==> src/rtl/async_tx_pkg.sv <==
package async_tx_pkg;

    typedef enum logic [2:0] {
        ST_IDLE,
        ST_START,
        ST_DATA,
        ST_PAR,
        ST_STOP
    } tx_state_e;

    localparam logic [1:0] PAR_NONE = 2'd0;
    localparam logic [1:0] PAR_EVEN = 2'd1;
    localparam logic [1:0] PAR_ODD  = 2'd2;

endpackage

==> src/rtl/async_tx_parity.sv <==
module async_tx_parity #(
    parameter int DATA_W = 9,
    parameter int NB_W   = 4
) (
    input  logic [DATA_W-1:0] data,
    input  logic [NB_W-1:0]   nbits,
    input  logic              odd_mode,
    output logic              par_bit
);
    logic [DATA_W-1:0] mask;

    for (genvar i = 0; i < DATA_W; i++) begin : g_mask
        assign mask[i] = (nbits > NB_W'(i));
    end

    assign par_bit = (^(data & mask)) ^ odd_mode;

endmodule

==> src/rtl/async_tx_bitclk.sv <==
module async_tx_bitclk #(
    parameter int OVERSAMPLE = 16
) (
    input  logic clk,
    input  logic rst_n,
    input  logic run,
    input  logic tick,
    output logic bit_end
);
    localparam int CW = $clog2(OVERSAMPLE);

    logic [CW-1:0] cnt_d, cnt_q;

    always_comb begin
        cnt_d   = cnt_q;
        bit_end = run && tick && (cnt_q == CW'(OVERSAMPLE - 1));
        if (run && tick) begin
            cnt_d = bit_end ? '0 : cnt_q + CW'(1);
        end
    end

    always_ff @(posedge clk or negedge rst_n) begin
        if (!rst_n) cnt_q <= '0;
        else        cnt_q <= cnt_d;
    end

endmodule

==> src/rtl/async_tx.sv <==
module async_tx
    import async_tx_pkg::*;
#(
    parameter int DATA_W     = 9,
    parameter int MIN_LEN    = 5,
    parameter int LEN_CODE_W = 3,
    parameter int OVERSAMPLE = 16
) (
    input  logic                  clk,
    input  logic                  rst_n,
    input  logic                  in_valid,
    output logic                  in_ready,
    input  logic [DATA_W-1:0]     in_data,
    input  logic [LEN_CODE_W-1:0] cfg_len,
    input  logic [1:0]            cfg_parity,
    input  logic                  cfg_two_stop,
    input  logic                  baud_tick,
    output logic                  tx_line,
    output logic                  busy,
    output logic                  done
);
    localparam int CNT_W    = $clog2(DATA_W + 1);
    localparam int MAX_CODE = DATA_W - MIN_LEN;

    typedef struct packed {
        tx_state_e          st;
        logic [DATA_W-1:0]  sh;
        logic [CNT_W-1:0]   len;
        logic [CNT_W-1:0]   left;
        logic               par_en;
        logic               par_bit;
        logic               two_stop;
        logic               last_stop;
        logic               pend_vld;
        logic [DATA_W-1:0]  pend;
        logic               done;
    } regs_t;

    regs_t q, d;

    logic              bit_end;
    logic              accept;
    logic              start;
    logic [DATA_W-1:0] src;
    logic [CNT_W-1:0]  len_sel;
    logic              new_par;

    // character length chosen by the code on the pins
    always_comb begin
        if (int'(cfg_len) > MAX_CODE) len_sel = CNT_W'(DATA_W);
        else                          len_sel = CNT_W'(MIN_LEN) + CNT_W'(cfg_len);
    end

    assign src = q.pend_vld ? q.pend : in_data;

    async_tx_parity #(
        .DATA_W (DATA_W),
        .NB_W   (CNT_W)
    ) u_par (
        .data     (src),
        .nbits    (len_sel),
        .odd_mode (cfg_parity == PAR_ODD),
        .par_bit  (new_par)
    );

    async_tx_bitclk #(
        .OVERSAMPLE (OVERSAMPLE)
    ) u_bclk (
        .clk     (clk),
        .rst_n   (rst_n),
        .run     (q.st != ST_IDLE),
        .tick    (baud_tick),
        .bit_end (bit_end)
    );

    assign in_ready = (q.st == ST_IDLE) ||
                      (q.st == ST_STOP && q.last_stop && !q.pend_vld);
    assign accept   = in_valid && in_ready;

    always_comb begin
        d      = q;
        d.done = 1'b0;
        start  = 1'b0;
        unique case (q.st)
            ST_IDLE: begin
                if (accept) start = 1'b1;
            end
            ST_START: begin
                if (bit_end) begin
                    d.st   = ST_DATA;
                    d.left = q.len - CNT_W'(1);
                end
            end
            ST_DATA: begin
                if (bit_end) begin
                    d.sh = q.sh >> 1;
                    if (q.left == '0) begin
                        d.st        = q.par_en ? ST_PAR : ST_STOP;
                        d.last_stop = !q.two_stop;
                    end else begin
                        d.left = q.left - CNT_W'(1);
                    end
                end
            end
            ST_PAR: begin
                if (bit_end) begin
                    d.st        = ST_STOP;
                    d.last_stop = !q.two_stop;
                end
            end
            ST_STOP: begin
                if (accept) begin
                    d.pend_vld = 1'b1;
                    d.pend     = in_data;
                end
                if (bit_end) begin
                    if (!q.last_stop) begin
                        d.last_stop = 1'b1;
                    end else begin
                        d.done = 1'b1;
                        if (q.pend_vld || accept) start = 1'b1;
                        else                      d.st  = ST_IDLE;
                    end
                end
            end
            default: d.st = ST_IDLE;
        endcase
        if (start) begin
            d.st       = ST_START;
            d.sh       = src;
            d.len      = len_sel;
            d.par_en   = (cfg_parity == PAR_EVEN) || (cfg_parity == PAR_ODD);
            d.par_bit  = new_par;
            d.two_stop = cfg_two_stop;
            d.pend_vld = 1'b0;
        end
    end

    always_ff @(posedge clk or negedge rst_n) begin
        if (!rst_n) begin
            q    <= '0;
            q.st <= ST_IDLE;
        end else begin
            q <= d;
        end
    end

    always_comb begin
        unique case (q.st)
            ST_START: tx_line = 1'b0;
            ST_DATA:  tx_line = q.sh[0];
            ST_PAR:   tx_line = q.par_bit;
            default:  tx_line = 1'b1;
        endcase
    end

    assign busy = (q.st != ST_IDLE);
    assign done = q.done;

endmodule

==> config.mk <==
export PLATFORM = sky130hd
export DESIGN_NAME = async_tx
export DESIGN_NICKNAME = d
export VERILOG_FILES = /design/src/rtl/async_tx_pkg.sv /design/src/rtl/async_tx_parity.sv /design/src/rtl/async_tx_bitclk.sv /design/src/rtl/async_tx.sv
export SDC_FILE = /design/constraint.sdc
export NUM_CORES = 1
export LEC_CHECK = 0
export BUFFER_PORTS_ARGS = -buffer_cell sky130_fd_sc_hd__buf_2
export CELL_PAD_IN_SITES_DETAIL_PLACEMENT = 0
export CELL_PAD_IN_SITES_GLOBAL_PLACEMENT = 1
export CORE_MARGIN = 1
export CORE_UTILIZATION = 46
export DETAILED_ROUTE_END_ITERATION = 12
export PLACE_DENSITY = 0.86
export SLEW_MARGIN = 20
export SYNTH_ARGS = -nofsm -noshare
export SYNTH_HDL_FRONTEND = slang
export SYNTH_SLANG_ARGS = --single-unit
==> constraint.sdc <==
create_clock -name clk -period 2.55 [get_ports clk]
set_input_delay 0.51 -clock clk [delete_from_list [all_inputs] [get_ports clk]]
set_output_delay 0.51 -clock clk [all_outputs]
set_load 0.005 [all_outputs]
**Word level (Yosys, flattened, before mapping)**

Index checks and enable logic that the tools add are counted.

- Add/sub/neg operators: 4
- Multipliers: 0
- Divide/modulo/power cells: 0
- $lt $le $gt $ge: 10
- Equal/unequal tests: 21
- Shift operators: 0
- Multiplexer cells: 34
- Bitwise logic cells: 2
- Reductions and logical operators: 26

Operators with widths:

| cell | number |
|---|---|
| 3-bit two-way mux | 7 |
| 3-bit != test (second input constant) | 7 |
| 4-bit two-way mux | 5 |
| 9-bit two-way mux | 2 |
| 4-bit by 3-bit > comparator with 1-bit output (second input constant) | 4 |
| 16-bit two-way mux | 1 |
| 3-bit case mux with 5 select lines | 1 |
| 2-bit != test (second input constant) | 7 |
| 12-bit two-way mux | 1 |
| 1-bit two-way mux | 11 |
| 11-bit two-way mux | 1 |
| 10-bit two-way mux | 1 |
| 2-bit nonzero test | 5 |
| 9-bit AND | 1 |
| 9-bit XOR reduction | 1 |
| 4-bit by 1-bit > comparator with 1-bit output (second input constant) | 2 |
| 4-bit by 2-bit > comparator with 1-bit output (second input constant) | 2 |
| 4-bit case mux with 2 select lines | 1 |
| 8-bit AND reduction | 1 |
| 4-bit by 1-bit subtractor with 4-bit output (second input constant) | 2 |
| 3-bit by 2-bit equality test with 1-bit output (second input constant) | 2 |
| 1-bit case mux with 3 select lines | 2 |
| 2-bit AND reduction | 3 |
| 3-bit nonzero test | 2 |
| other kinds (18) | 25 |

- Register bits after elaboration: 39
- Latch bits: 0
- Bits in writable memories: 0
- Bits in read-only memories: 0
- Input port bits: 19
- Output and inout port bits: 4
- Memories kept: 0

**Longest topological paths before layout**

Gate-level depths: netlist of run 1.

- Depth after elaboration: 12
- Gate-level depth with buffers: 9
- Depth with buffers taken out: 8

**Modules after synthesis**

From an unflattened synthesis of run 1, not the netlist that was laid out.

- Cell total of the unflattened synthesis: 223
- Area, all modules: 2362.3 µm²

By module, submodules not included:

| module | instances | cells each | area an instance (µm²) | seq. area each (µm²) |
|---|---|---|---|---|
| async_tx | 1 | 182 | 1964.4 | 875.8 |
| async_tx_parity | 1 | 23 | 200.2 | 0.0 |
| async_tx_bitclk | 1 | 18 | 197.7 | 100.1 |

**Least setup slack after synthesis of run 1**

OpenSTA, ideal clock, no wires.

- Path kind: input -> register
- From: input port cfg_len[0]
- To: register q[13] (netlist bit)
- Setup time: 0.077 ns
- Arrival time: 2.288 ns
- Path slack: 0.184 ns
- Cell stages on the path: 9
- Buffers on the path: 1
- Cell sequence: buf_4 -> inv_1 -> ha_1 -> or4b_4 -> a211oi_2 -> o21ai_1 -> xnor2_1 -> xnor3_1 -> a21oi_1

- Longest elaborated chain between the ends: 6
- Elaborated cells between the ends (all ways): 15
- Classes of those cells: 1 x add/sub; 10 x order compare; 1 x mux; 2 x bitwise; 1 x reduce/logical

Ends and longest elaborated chain:

| item | RTL line | source |
|---|---|---|
| start, declared | async_tx.sv:14 | `input logic [LEN_CODE_W-1:0] cfg_len,` |
| 3-bit by 3-bit adder with 4-bit output or 3-bit > comparator (tied branches) | async_tx.sv:51, async_tx.sv:50 |  |
| 4-bit two-way mux * | async_tx.sv:50 | `if (int'(cfg_len) > MAX_CODE) len_sel = CNT_W'(DATA_W);` |
| 4-bit by 1-bit > comparator with 1-bit output, or another cell as far along | async_tx_parity.sv:13 | `assign mask[i] = (nbits > NB_W'(i));` |
| 9-bit AND * | async_tx_parity.sv:16 | `assign par_bit = (^(data & mask)) ^ odd_mode;` |
| 9-bit XOR reduction * | async_tx_parity.sv:16 |  |
| 1-bit bitwise XOR * | async_tx_parity.sv:16 |  |
| end, declared | async_tx.sv:39 | `regs_t q, d;` |

Mark *: on every way between the ends. The rest lies on a longest branch, timed or not.
A chain may end at the register's enable or synchronous reset.

**Final worst setup path of run 1**

- From: register u_bclk.cnt_q[0]
- To: register q[28] (netlist bit)

- Longest elaborated chain between the ends: 6
- Elaborated cells between the ends (all ways): 8
- Classes of those cells: 1 x eq/ne; 3 x mux; 4 x reduce/logical

Ends and longest elaborated chain:

| item | RTL line | source |
|---|---|---|
| start, declared | async_tx_bitclk.sv:12 | `logic [CW-1:0] cnt_d, cnt_q;` |
| start signal, assigned | async_tx_bitclk.sv:24 | `else cnt_q <= cnt_d;` |
| 4-bit equality test * | async_tx_bitclk.sv:16 | `bit_end = run && tick && (cnt_q == CW'(OVERSAMPLE - 1));` |
| 1-bit logical AND * | async_tx_bitclk.sv:16 |  |
| 1-bit two-way mux | async_tx.sv:116 | `if (bit_end) begin` |
| 1-bit case mux with 2 select lines | async_tx.sv:84 | `unique case (q.st)` |
| 2-bit nonzero test (no source line) | -- |  |
| 2-bit AND reduction (no source line) | -- |  |

Marked as above.

==> Flow_metrics.wiki, run 1 <==
{| class="wikitable"
! Metric !! Value
|-
| Outcome || finished, final reports clean
|-
| Critical Path Fanout Max || 13
|-
| Worst endpoint required time || 2.77 ns
|-
| Clock transition time at the flip-flop clock pins of the worst setup and hold paths || approximately 0.080 ns
|-
| Number of remaining DRC errors || 0
|-
| Layout-stage area growth over the synthesis result || 12.8%
|-
| Syn Area/Cell || a little over 10 um2
|-
| Post-CTS setup-driven buffer insertion count || 0
|-
| Number of warnings issued by yosys || 0
|-
| Area share of the largest cell type after synthesis || 0.426
|-
| Via density || 5.42
|-
| # port buffers || 22
|-
| Max incr delay on CP || 0.58 ns
|-
| Total power per unit cell area || 905 nW/um2
|-
| Final WL || roughly 4.5 mm
|-
| Maximum vdd ir drop || 0.000502 V
|-
| Total standard cell area after synthesis || between 2000 and 2500 um2
|-
| Top-count cell post-synth || sky130_fd_sc_hd__dfrtp_1
|-
| Initial detailed-routing violation count || 94
|-
| Post-synth top cells || sky130_fd_sc_hd__dfrtp_1 (39), sky130_fd_sc_hd__a21oi_1 (23), sky130_fd_sc_hd__nor2_1 (22)
|-
| Clock Path Buffers || 2
|-
| Clock share of power || 0.232
|-
| RSZ-0062 raised after global routing || no
|-
| Hold Vio Cnt, Final || 0
|-
| Signal arrival time at the worst endpoint || 2.48 ns
|-
| Power share of the sequential group || 0.431
|-
| Comb pwr share || 0.337
|-
| Kind of critical path || flop to flop
|-
| Yosys top cell by area || sky130_fd_sc_hd__dfrtp_1
|-
| Clock tree root driver cell || sky130_fd_sc_hd__clkbuf_8
|-
| Aggregate negative setup slack || 0 ns
|-
| Layout cells sized above 1 || 0.254
|-
| Placed Area || 2470 um2
|-
| Proportion of total power due to net switching || 0.339
|-
| Number of antenna violations at the first check in global routing || 0
|-
| Maximum number of pins on one net before global-route repair || 40
|-
| Count of H-tree levels built during CTS || 2
|-
| Post-CTS sizing || 0
|-
| Max cap viols || 0
|-
| Kind of end point of the critical path || flop
|-
| Synth unique cells || 48
|-
| Area of the die || 5270 um2
|-
| Final Setup Violations || 0
|-
| TritonCTS Buffers || 5
|-
| First-pass GRT wire length || between 7 and 8 mm
|-
| Upper clock frequency limit || between 400 and 500 MHz
|-
| Via count of the first global-routing pass || 1664
|-
| CTS Hold Buffers Added || 0
|-
| Time the worst path needs with I/O delays and setup || 2.26 ns
|-
| Most common flop cell mapped by yosys || sky130_fd_sc_hd__dfrtp_1
|-
| Area of the core region || 4750 um2
|-
| Cell seen most often among critical-path stages || sky130_fd_sc_hd__and3_1
|-
| Net switching power || a little under 0.0008 W
|-
| Number of optimization iterations in the first detailed-route pass || 4
|-
| FF+latch count, synth || 39
|-
| Critical-path cell list || ha_1, and3_1, and3_1, nand3_2, o22ai_2, buf_4, a211oi_1, a21oi_1
|-
| Internal power || 0.00155 W
|-
| Critical Path Source Type || flop
|-
| Clk sink count || 39
|-
| Depth of the worst register-to-register path || 8
|-
| Worst path slowest cell || sky130_fd_sc_hd__o22ai_2
|-
| Total nets after synthesis || around 250
|-
| Tightest slew margin relative to the limit || 0.416
|-
| Clock latency of the later-clocked register in the worst-skew pair || 0.30 ns
|-
| Placement Rows || 25
|-
| Skew final || between 0.005 and 0.006 ns
|-
| Final period utilization || 0.886
|-
| Leakage power || between 1 and 1.5 nW
|-
| Final-report max-slew violation count || 0
|-
| GRT overflow || 0
|-
| Top-level I/O count || 23
|-
| Count of flip-flops with a built-in enable after synthesis || 0
|-
| Synthesized netlist cell count || 228
|-
| Horizontal die dimension || 72.6 um
|-
| Inserted Diodes || 0
|-
| Post-layout net count || 279
|-
| Worst R2R Setup Slack || 0.29 ns
|-
| Top cells by area, synth || sky130_fd_sc_hd__dfrtp_1 (43%), sky130_fd_sc_hd__mux2_2 (6.9%), sky130_fd_sc_hd__mux2i_1 (5.2%)
|-
| Finished layout cell area || around 2600 um2
|-
| Origin of the critical flop-to-flop path || u_bclk.cnt_q[0]
|-
| HPWL after detailed placement || about 3.2 mm
|-
| Clock tree from TritonCTS || done
|-
| RePlAce Congestion || ~0.79
|-
| Class of the worst hold path || input pin to async pin
|-
| End of the worst register-to-register path || q[28]
|-
| Share of flip-flops with an asynchronous set or reset after synthesis || 1.00
|-
| Slew of the pin with the lowest slew margin || approximately 0.88 ns
|-
| Starting density of the core || 0.482
|-
| Overall Global Routing Usage || 0.191
|-
| Die height || 72.6 um
|-
| Antenna-violating nets left || 0
|-
| Part of the Yosys area used for sequential elements || 0.426
|-
| Per-cell routed wire length || 14.1 um
|-
| Vias || ~1800
|}
==> power groups by stage <==
| stage | Sequential, W | Combinational [W] | Clock [W] |
|---|---|---|---|
| after floorplan | 0.000946 | 0.000677 | 0 |
| after global placement | 0.00101 | 0.000766 | 0 |
| after detailed placement | 0.00102 | 0.000784 | 0 |
| after CTS | 0.00101 | 0.000795 | 0.000552 |
| after global routing | 0.00104 | 0.000894 | 0.000577 |
| final | 0.00101 | 0.000788 | 0.000543 |
==> per-layer routing <==
layer | wire length, um | vias up | global-route usage
met1 | 2180 | 852 | 0.251
li1 | - | 874 | -
met4 | 60 | 0 | 0.0719
met5 | 0 | - | 0
met3 | 116 | 5 | 0.0345
met2 | 2190 | 21 | 0.316
==> placed cells by master, fill, tap and decap left out, types with 2 or more instances in the layout <==
master / count
sky130_fd_sc_hd__nor3_2: 2
sky130_fd_sc_hd__a31oi_1: 4
sky130_fd_sc_hd__a21oi_2: 2
sky130_fd_sc_hd__o21ai_0: 11
sky130_fd_sc_hd__nand2b_1: 5
sky130_fd_sc_hd__nor3_1: 4
sky130_fd_sc_hd__mux2i_1: 12
sky130_fd_sc_hd__a311o_1: 2
sky130_fd_sc_hd__nor2_1: 22
sky130_fd_sc_hd__inv_1: 11
sky130_fd_sc_hd__xnor2_1: 5
sky130_fd_sc_hd__buf_4: 10
sky130_fd_sc_hd__ha_1: 5
sky130_fd_sc_hd__a211oi_1: 8
sky130_fd_sc_hd__dfrtp_1: 39
sky130_fd_sc_hd__and3_1: 2
sky130_fd_sc_hd__a21oi_1: 23
sky130_fd_sc_hd__and2_1: 4
sky130_fd_sc_hd__nor2b_1: 6
sky130_fd_sc_hd__buf_2: 22
sky130_fd_sc_hd__clkbuf_8: 6
sky130_fd_sc_hd__nor4_1: 2
sky130_fd_sc_hd__nand3_1: 2
sky130_fd_sc_hd__mux2_2: 14
sky130_fd_sc_hd__nand2_1: 9
==> logic make-up after synthesis <==
family	share of synthesized area
muxes	0.128
adders and majority gates	0.0273
and+or+nand+nor	0.149
AOI/OAI and AO/OA	0.182
DFF	0.426
buffers and inverters	0.0589
xor gates and xnor gates	0.0289
==> critical path, delay by kind of cell (launching register included) <==
| kind | cells | cell delay, ns |
|---|---|---|
| compound gates | 3 | 0.76 |
| fa+ha+maj | 1 | 0.21 |
| buf+inv | 1 | 0.29 |
| flops | 1 | 0.42 |
| simple gates | 3 | 0.51 |
==> stage by stage <==
step	std cells	setup slack [ns]	utilization	total power [W]	hold WS, ns
final	323	0.291	0.544	0.00234	0.325
after global routing	323	0.130	0.544	0.00251	0.414
after CTS	323	0.282	0.544	0.00235	0.366
after detailed placement	315	0.129	0.519	0.00180	0.461
after global placement	315	0.195	0.519	0.00178	0.455
after floorplan	228	0.184	-	0.00162	0.214
==> how the worst max path moves through the flow <==
| stage | start | endpoint | slack [ns] | cells after the start |
|---|---|---|---|---|
| 3_3_place_gp | cfg_len[1] | q[13] | 0.19 | 9 |
| 6_report | u_bclk.cnt_q[0] | q[28] | 0.29 | 8 |
| 5_1_grt | q[32] | q[28] | 0.13 | 7 |
| 4_1_cts | u_bclk.cnt_q[0] | q[20] | 0.28 | 7 |
| 2_1_floorplan | cfg_len[0] | q[13] | 0.18 | 9 |
| 3_5_place_dp | cfg_len[1] | q[13] | 0.13 | 9 |
==> flip-flops by register name, summed over array words and instances, names as in the netlist <==
signal        count
q                34
u_bclk.cnt_q      4
done              1
==> area by class of cell <==
cell class,count,area [um2]
Clock buffer,6,82.6
Clock inverter,2,35.0
Fill cell,459,2170
Inverter,11,41.3
Multi-Input combinational cell,166,1180
Sequential cell,39,976
Tap cell,67,83.8
Timing Repair Buffer,32,185
Note: power is estimated with default switching activity, not from simulation.
==> inputs of run 2 (changes only) <==
--- a/config.mk
+++ b/config.mk
@@ -9,9 +9,10 @@
 export CELL_PAD_IN_SITES_DETAIL_PLACEMENT = 0
 export CELL_PAD_IN_SITES_GLOBAL_PLACEMENT = 1
 export CORE_MARGIN = 1
-export CORE_UTILIZATION = 46
+export CORE_UTILIZATION = 48
+export CTS_BUF_LIST = sky130_fd_sc_hd__clkbuf_4 sky130_fd_sc_hd__clkbuf_8
 export DETAILED_ROUTE_END_ITERATION = 12
-export PLACE_DENSITY = 0.86
+export PLACE_DENSITY = 0.89
 export SLEW_MARGIN = 20
 export SYNTH_ARGS = -nofsm -noshare
 export SYNTH_HDL_FRONTEND = slang
==> run 2 against run 1 <==
Net effect: critical path depth fell by 2; sequential cell count is the same; die area fell by 4.0%; largest cell class unchanged; via count down 2.6%; sequential share of layout area rose by 0.92 points; non-clock buffer count decreased by 1; largest power group unchanged.
==> Flow_metrics.wiki, run 2 (synthesis results as in run 1) <==
{| class="wikitable"
! Metric !! Value
|-
| First-pass GRT wire length || about 7.4 mm
|-
| Clk sink count || 39
|-
| Number of filler cells placed in the layout || 396
|-
| Maximum vdd ir drop || 0.000374 V
|-
| HPWL after detailed placement || around 3.0 mm
|-
| Clock transition time at the flip-flop clock pins of the worst setup and hold paths || 0.08 ns
|-
| Tightest slew margin relative to the limit || 0.426
|-
| Time the worst path needs with I/O delays and setup || 2.16 ns
|-
| Placement Rows || 24
|-
| Commonest non-fill, non-tap cells in the layout || sky130_fd_sc_hd__dfrtp_1 (39), sky130_fd_sc_hd__a21oi_1 (23), sky130_fd_sc_hd__nor2_1 (22), sky130_fd_sc_hd__buf_2 (22), sky130_fd_sc_hd__mux2_2 (14)
|-
| RePlAce Congestion || 0.784
|-
| Slew of the pin with the lowest slew margin || about 0.86 ns
|-
| Clock tree from TritonCTS || done
|-
| Top-level I/O count || 23
|-
| Upper clock frequency limit || approximately 460 MHz
|-
| Most common cell after layout, fill and taps aside || sky130_fd_sc_hd__dfrtp_1
|-
| Post-CTS setup-driven buffer insertion count || 0
|-
| Number of optimization iterations in the first detailed-route pass || 6
|-
| Inserted Diodes || 0
|-
| Leakage power || 1.10 nW
|-
| Area of the core region || 4470 um2
|-
| Final WL || 4.12 mm
|-
| TritonCTS Buffers || 5
|-
| Maximum number of pins on one net before global-route repair || 40
|-
| Placement Setup Slack || 0.140 ns
|-
| Skew final || 0.00529 ns
|-
| Min Hold Slack || ~0.32 ns
|-
| Aggregate negative setup slack || 0 ns
|-
| Layout cells sized above 1 || 0.248
|-
| Kind of end point of the critical path || flop
|-
| Number of flip-flops under the largest register name || 34
|-
| Hold Vio Cnt, Final || 0
|-
| Kind of critical path || flop to flop
|-
| Clock Path Buffers || 2
|-
| RSZ-0062 raised after global routing || no
|-
| Overall Global Routing Usage || 0.189
|-
| Signal arrival time at the worst endpoint || 2.33 ns
|-
| Total power per unit cell area || around 860 nW/um2
|-
| Area of the die || 5060 um2
|-
| Layout-stage area growth over the synthesis result || 10.1%
|-
| GRT overflow || 0
|-
| Die height || 71.1 um
|-
| Vias || ~1700
|-
| Clock tree root driver cell || sky130_fd_sc_hd__clkbuf_8
|-
| Class of the worst hold path || input pin to async pin
|-
| CTS Hold Buffers Added || 0
|-
| Starting density of the core || 0.513
|-
| Horizontal die dimension || slightly above 70 um
|-
| Outcome || finished, final reports clean
|-
| Antenna-violating nets left || 0
|-
| Top reg by flops || q
|-
| Critical Path Source Type || flop
|-
| Final-report max-slew violation count || 0
|-
| Clock latency of the later-clocked register in the worst-skew pair || 0.29 ns
|-
| Initial detailed-routing violation count || 83
|-
| Final core utilization || 0.564
|-
| Worst R2R Setup Slack || 0.39 ns
|-
| Post-route setup slack || 0.389 ns
|-
| Count of H-tree levels built during CTS || 2
|-
| Via density || ~5.6
|-
| Final Setup Violations || 0
|-
| Post-layout net count || 278
|-
| Max cap viols || 0
|-
| Critical Path Fanout Max || 9
|-
| Via count of the first global-routing pass || 1600
|-
| Number of remaining DRC errors || 0
|-
| Per-cell routed wire length || 13.5 um
|-
| Number of antenna violations at the first check in global routing || 0
|-
| Worst endpoint required time || 2.72 ns
|-
| # port buffers || 22
|-
| Post-CTS sizing || 0
|-
| Final period utilization || 0.847
|}
[run 2: area by class of cell]
cell class / count / area [um2] / share of cell area
Clock buffer: 5 / 68.8 / 0.0273
Clock inverter: 2 / 13.8 / 0.00545
Inverter: 11 / 41.3 / 0.0164
Multi-Input combinational cell: 166 / 1180 / 0.468
Sequential cell: 39 / 976 / 0.387
Tap cell: 52 / 65.1 / 0.0258
Timing Repair Buffer: 31 / 178 / 0.0704
[run 2: routing by layer]
layer / share of wire / vias up / GRT usage
met4: 0.013 / 0 / 0.0600
met2: 0.47 / 29 / 0.306
met1: 0.49 / 799 / 0.253
li1: - / 872 / -
met5: 0 / - / 0
met3: 0.033 / 6 / 0.0427
[run 2: stage by stage]
step | power (W) | cell area, um2 | std cells
floorplan | 0.00162 | 2290 | 228
global placement | 0.00177 | 2440 | 299
detailed placement | 0.00179 | 2440 | 299
CTS | 0.00219 | 2520 | 306
global route | 0.00237 | 2520 | 306
finish | 0.00217 | 2520 | 306
[run 2: power by group]
part           switching, W  total [W]  internal (W)
registers          0.000180    0.00101      0.000826
clock network      0.000210   0.000397      0.000187
logic              0.000367   0.000768      0.000402
total              0.000756    0.00217       0.00141
[run 2: path summary, 6_finish.rpt]
path | start | end | depth (start not counted)
worst max-delay path | q[33] | q[17] | 6
worst min register to register | q[12] | q[11] | 1
min in group clk | cfg_two_stop | q[12] | 2
max in group asynchronous | rst_n | q[31] | 1
worst min-delay path | rst_n | u_bclk.cnt_q[2] | 1
worst max register to register | q[33] | q[17] | 6
[run 2: worst max-delay path, stage by stage, from the launching register on]
cell and delay [ns]:
sky130_fd_sc_hd__dfrtp_1 0.48, sky130_fd_sc_hd__nor2b_1 0.33, sky130_fd_sc_hd__nor2b_1 0.39, sky130_fd_sc_hd__mux2i_1 0.23
sky130_fd_sc_hd__ha_1 0.20, sky130_fd_sc_hd__and4b_1 0.20, sky130_fd_sc_hd__a211o_1 0.22
